[src/rtl/nest_hold_tracker.sv]
module nest_hold_tracker #(
  parameter int LVL_W = 3,
  localparam int NLVL = (1 << LVL_W) - 1
) (
  input  logic             clk,
  input  logic             rst_n,
  input  logic             nest_mode,
  input  logic [LVL_W-1:0] cur_lvl,
  input  logic             preempt,
  input  logic [LVL_W-1:0] preempt_lvl,
  input  logic             preempt_top,
  input  logic             iret,
  input  logic             ctl_wr,
  input  logic [NLVL:0]    ctl_wdata,
  input  logic             ien,
  input  logic             tl_en,
  input  logic             tl_src_nmi,
  input  logic             nmi_rise,
  input  logic             nmi_pin,
  input  logic             wdg_eoc,
  input  logic             tl_ack,
  output logic [NLVL:0]    ctl_rdata,
  output logic [LVL_W-1:0] rest_lvl,
  output logic             tl_pend,
  output logic             tl_req
);
  localparam logic [LVL_W-1:0] MAIN = LVL_W'(NLVL);

  logic [NLVL-1:0] hold_q, set_vec, clr_vec;
  logic            lock_q;
  logic [2:0]      nmi_sync;
  logic            nmi_edge, tl_event, do_hold;

  assign do_hold = nest_mode && preempt && !preempt_top &&
                   (cur_lvl != MAIN) && (preempt_lvl < cur_lvl);
  assign set_vec = do_hold ? (NLVL'(1) << cur_lvl) : '0;
  assign clr_vec = iret ? (hold_q & (~hold_q + NLVL'(1))) : '0;

  always_ff @(posedge clk or negedge rst_n)
    if (!rst_n) hold_q <= '0;
    else        hold_q <= (hold_q & ~clr_vec) | set_vec;

  always_comb begin
    rest_lvl = MAIN;
    for (int i = NLVL - 1; i >= 0; i--)
      if (hold_q[i]) rest_lvl = LVL_W'(i);
  end

  always_ff @(posedge clk or negedge rst_n)
    if (!rst_n)                        lock_q <= 1'b0;
    else if (ctl_wr && ctl_wdata[NLVL]) lock_q <= 1'b1;

  always_ff @(posedge clk or negedge rst_n)
    if (!rst_n) nmi_sync <= '0;
    else        nmi_sync <= {nmi_sync[1:0], nmi_pin};

  assign nmi_edge = nmi_rise ? (nmi_sync[1] & ~nmi_sync[2])
                             : (~nmi_sync[1] & nmi_sync[2]);
  assign tl_event = tl_src_nmi ? nmi_edge : wdg_eoc;

  always_ff @(posedge clk or negedge rst_n)
    if (!rst_n)        tl_pend <= 1'b0;
    else if (tl_event) tl_pend <= 1'b1;
    else if (tl_ack)   tl_pend <= 1'b0;

  assign tl_req    = tl_pend && (lock_q || (ien && tl_en));
  assign ctl_rdata = {lock_q, hold_q};
endmodule


[config.mk]
export PLATFORM = sky130hd
export DESIGN_NAME = nest_hold_tracker
export DESIGN_NICKNAME = d
export VERILOG_FILES = /design/src/rtl/nest_hold_tracker.sv
export SDC_FILE = /design/constraint.sdc
export NUM_CORES = 1
export LEC_CHECK = 0
export ABC_CLOCK_PERIOD_IN_PS = 1500
export BUFFER_PORTS_ARGS = -buffer_cell sky130_fd_sc_hd__buf_2
export CORE_UTILIZATION = 39
export CTS_BUF_LIST = sky130_fd_sc_hd__clkbuf_16
export DETAILED_ROUTE_END_ITERATION = 6
export GPL_TIMING_DRIVEN = 0
export MAX_ROUTING_LAYER = met4
export PLACE_DENSITY = 0.77
export SKIP_CTS_REPAIR_TIMING = 1
export SLEW_MARGIN = 20
export SYNTH_ARGS = -nofsm -noshare
export SYNTH_HDL_FRONTEND = slang
export SYNTH_SLANG_ARGS = --single-unit
[constraint.sdc]
create_clock -name clk -period 1.5 [get_ports clk]
set_clock_uncertainty 0.15 [all_clocks]
set_input_delay 0.3 -clock clk [delete_from_list [all_inputs] [get_ports clk]]
set_output_delay 0.3 -clock clk [all_outputs]
set_load 0.01 [all_outputs]
[Word-level counts from Yosys, hierarchy flattened]
Cells that the tools add are included.
Storage, ports and cells
  register bits: 12
  input port bits: 28
  output and inout port bits: 13
  word-level logic and storage cells: 40
Operators by class
  add/subtract/negate cells: 1
  $lt $le $gt $ge: 1
  equality and inequality tests: 1
  shift operators: 1
  muxes and demuxes: 13
  bitwise logic cells: 9
  reductions and logical operators: 10
Operators by type and width (count)
  3-bit 2-to-1 mux: 5
  7-bit bitwise AND: 2
  7-bit 2-to-1 mux: 2
  7-bit NOT: 2
  7-bit by 1-bit adder with 7-bit output, second input constant: 1
  1-bit logical AND: 7
  7-bit OR: 1
  1-bit by 3-bit left shift with 7-bit output, first input constant: 1
  1-bit 2-to-1 mux: 5
  3-bit less-than comparator: 1
  3-bit inequality test, second input constant: 1
  1-bit bitwise AND: 2
  2-bit 2-to-1 mux: 1
  1-bit NOT: 2
  2-bit nonzero test: 1
  1-bit zero test: 1
  1-bit logical OR: 1

[Logic depth before layout (Yosys ltp)]
  depth after elaboration: 7
  depth in mapped cells: 5
  depth with buffers taken out: 5

[Worst setup path after synthesis]
No wires, ideal clock.
  path kind: input-to-reg
  from: input cur_lvl[2]
  to: register hold_q[5]
  setup time: 0.101 ns
  arrival time: 1.231 ns
  required time: 1.249 ns
  slack: 0.018 ns
  stages: 5
  path buffers: 0
  path through: inv_1 -> ha_1 -> a21oi_1 -> nand4_1 -> o32ai_1
On the way
  cells in the longest elaborated chain, start to end: 5
  elaborated cells between the ends (all ways): 7
  classes of those cells: order compare (1); eq/ne (1); shift (1); mux (1); bitwise (1); reduce/logical (2)
Ends and longest elaborated chain
  start: declaration: line 8  | input logic [LVL_W-1:0] cur_lvl,
  parallel branches: the longest is 3 deep, another holds 3-bit less-than comparator
  7-bit 2-to-1 mux *: line 36  | assign set_vec = do_hold ? (NLVL'(1) << cur_lvl) : '0;
  7-bit OR *: line 41  | else hold_q <= (hold_q & ~clr_vec) | set_vec;
  end signal: assignment: line 41
  end: declaration: line 29  | logic [NLVL-1:0] hold_q, set_vec, clr_vec;
Every way passes the cells marked *.
A chain may end at the register's enable or synchronous reset.

[Worst setup path after layout]
  from: register hold_q[5]
  to: output rest_lvl[0]
On the way
  cells in the longest elaborated chain, start to end: 6
Ends and longest elaborated chain
  2-bit 2-to-1 mux: line 46  | if (hold_q[i]) rest_lvl = LVL_W'(i);
  3-bit 2-to-1 mux (5 in a row): line 46
  end: declaration: line 23  | output logic [LVL_W-1:0] rest_lvl,
No other way between the ends.

==> summary.md <==
| Metric | Value |
|---|---|
| Rows | `13` |
| Worst Reg-to-Reg Cells | `3` |
| Clock root cell | `clkbuf_16` |
| First-pass GRT wire length | `1820 um` |
| Least-Margin Pin Slew | `approximately 0.26 ns` |
| Sink Count | `12` |
| Worst setup margin | `-0.0783 ns` |
| Number of synthesized flops with an enable pin | `0` |
| Vias in the first global route | `about 460` |
| Post-route cell area | `912 um2` |
| Setup Viol. Count Final | `3` |
| Register area share after synthesis | `0.513` |
| FF+latch count, synth | `12` |
| Final period util | `1.05` |
| 1st-pass router iterations | `4` |
| WHS | `between 0.015 and 0.02 ns` |
| CTS Buffer Depth | `2` |
| Crit path time final | `1.58 ns` |
| Worst Hold Depth | `1` |
| Multi-input logic area | `280 um2` |
| Total GRT Usage | `0.176` |
| Layout fillers | `between 90 and 100` |
| Status | `finished with violations` |
| Area grow syn2layout | `55.8%` |
| RSZ-0062 raised after global routing | `true` |
| CP max FO | `4` |
| Reg-to-Reg Start | `hold_q[0]` |
| Iteration-0 DRC Markers | `20` |
| Initial antenna violation count | `0` |
| PD cells | `1030 mW/mm2` |
| Lkg Pwr | `between 0.0004 and 0.0005 uW` |
| Crit end category | `output port` |
| DRT antenna net count | `0` |
| Port bufs | `33` |
| Min-delay worst type | `in2reg` |
| Netlist cell types | `24` |
| H-tree depth | `1` |
| Number of CTS-inserted buffers | `3` |
| Share of layout cells above drive strength 1 | `0.525` |
| DIE WIDTH | `slightly above 40 um` |
| Die height | `between 40 and 50 um` |
| Max rail drop VDD | `0.000689 V` |
| DR vias | `slightly above 600` |
| DRC Markers | `0` |
| Final Hold Viols | `0` |
| Max Cap Violations | `0` |
| Dpl cell area | `between 700 and 800 um2` |
| Worst Setup SP | `hold_q[5]` |
| Total inserted antenna cells | `0` |
| Post-synth net total | `90` |
| Hpwl dp | `between 900 and 1000 um` |
| GP Congestion | `~0.83` |
| Mean Syn Cell Area | `approximately 9.8 um2` |
| Synthesized instance count | `60` |
| Setup Crit Path Kind | `reg2out` |
| DR vias/cell | `~5.3` |
| Total routed wirelength | `1360 um` |
| Worst slew margin | `0.825` |
| Largest net degree at the start of global routing | `13` |
| Grt ovf | `0` |
| Total negative slack | `-0.201 ns` |
| Failing checks | `setup timing` |
| Worst skew pair latency | `0.24 ns` |
| Core Util, Final | `0.676` |
| CP arrival | `1.13 ns` |
| Ys async rst share | `1.00` |
| Ys Warns | `0` |
| Req. time, crit path | `1.05 ns` |
| Synth Flop Type | `dfrtp_1` |
| HP Start | `nmi_pin` |
| CTS tree | `built` |
| Die area | `0.00166 mm2` |
| Core area | `0.00135 mm2` |
| Final Net Count | `about 130` |
| Fmax | `roughly 630 MHz` |
| Io pins | `41` |
| Worst setup SP type | `register` |
| Final Slew Violations | `0` |
| Wire per inst | `about 12 um` |
| Netlist Area Pre-Place | `between 500 and 600 um2` |
| Reg area | `just over 300 um2` |
| Clk pin slew, worst setup/hold paths | `0.04 ns` |
| Initial Utilization | `0.434` |
-- metal layers --
layer	track usage	vias up	part of all wire
met5	-	-	0
met4	0.133	0	0.015
met3	0.0435	2	0.051
met2	0.234	29	0.48
met1	0.226	275	0.46
li1	-	304	-
-- final timing paths --
path / to / slack [ns]
worst min-delay path: nmi_sync[0] / 0.02
max in group asynchronous: hold_q[4] / 0.65
min in group asynchronous: hold_q[1] / 0.33
worst max register to register: hold_q[5] / 0.02
worst max-delay path: rest_lvl[0] / -0.08
worst min register to register: nmi_sync[1] / 0.19
-- Yosys cell counts (2+ instances only) --
master	number	area, um2
a21oi_1	5	25.0
dfrtp_1	12	300
ha_1	2	25.0
inv_1	6	22.5
nand2_1	5	18.8
nand4_1	2	12.5
nor2_1	3	11.3
nor3_1	2	10.0
nor4_1	2	12.5
o21ai_0	3	15.0
o21ai_1	3	15.0
o31ai_1	3	22.5
-- cell usage in the layout (no fill, tap or decap), types with 2 or more instances in the layout --
master      n
buf_4       4
a21oi_1     3
o21ai_1     3
dfrtp_1     7
a21oi_2     2
nor2_1      3
nand2_1     5
inv_2       2
dfrtp_2     5
nor3_1      2
o21ai_0     3
buf_2      33
o31ai_1     2
clkbuf_16   3
nand4_1     2
inv_1       4
nor4_1      2
-- worst max-delay path: stages, from the launching register on --
cell and delay, ns:
dfrtp_1 0.41, inv_2 0.07, a21oi_1 0.06, o31a_1 0.23, buf_2 0.14
-- logic make-up (layout without fill, tap and decap cells) --
family          after synthesis  in the layout  synth area share
compound gates               20             20             0.220
buf+inv                       7             48            0.0513
fa+ha+maj                     2              2            0.0427
simple gates                 19             19             0.173
flops                        12             12             0.513
-- layout make-up --
| type | count | share of cell area |
|---|---|---|
| flip-flops and latches | 12 | 0.336 |
| well taps | 15 | 0.0206 |
| multi-input cells | 41 | 0.307 |
| plain buffers | 1 | 0.00823 |
| inverters | 6 | 0.0247 |
| repair buffers | 37 | 0.217 |
| clock buffers | 3 | 0.0823 |
| clock inverters | 1 | 0.00412 |
-- state kept, by name, summed over array words and instances, names as in the netlist --
name      flops
hold_q        7
nmi_sync      3
lock_q        1
tl_pend       1
-- per-stage QoR --
step | worst slack, ns | total power (uW) | instances
after detailed placement | -0.271 | 450 | 108
after global placement | -0.289 | 447 | 108
after CTS | -0.104 | 933 | 112
after global routing | -0.121 | 979 | 116
final | -0.0783 | 940 | 116
after floorplan | 0.0180 | 396 | 60
-- power breakdown --
group / total (uW) / leakage (uW) / switching, uW / internal (uW)
Sequential: 343 / 0.000144 / 8.09 / 335
Combinational: 115 / 0.000268 / 57.9 / 57.5
Clock: 481 / 0.0000385 / 131 / 350
Power figures use the tool's default switching activity.
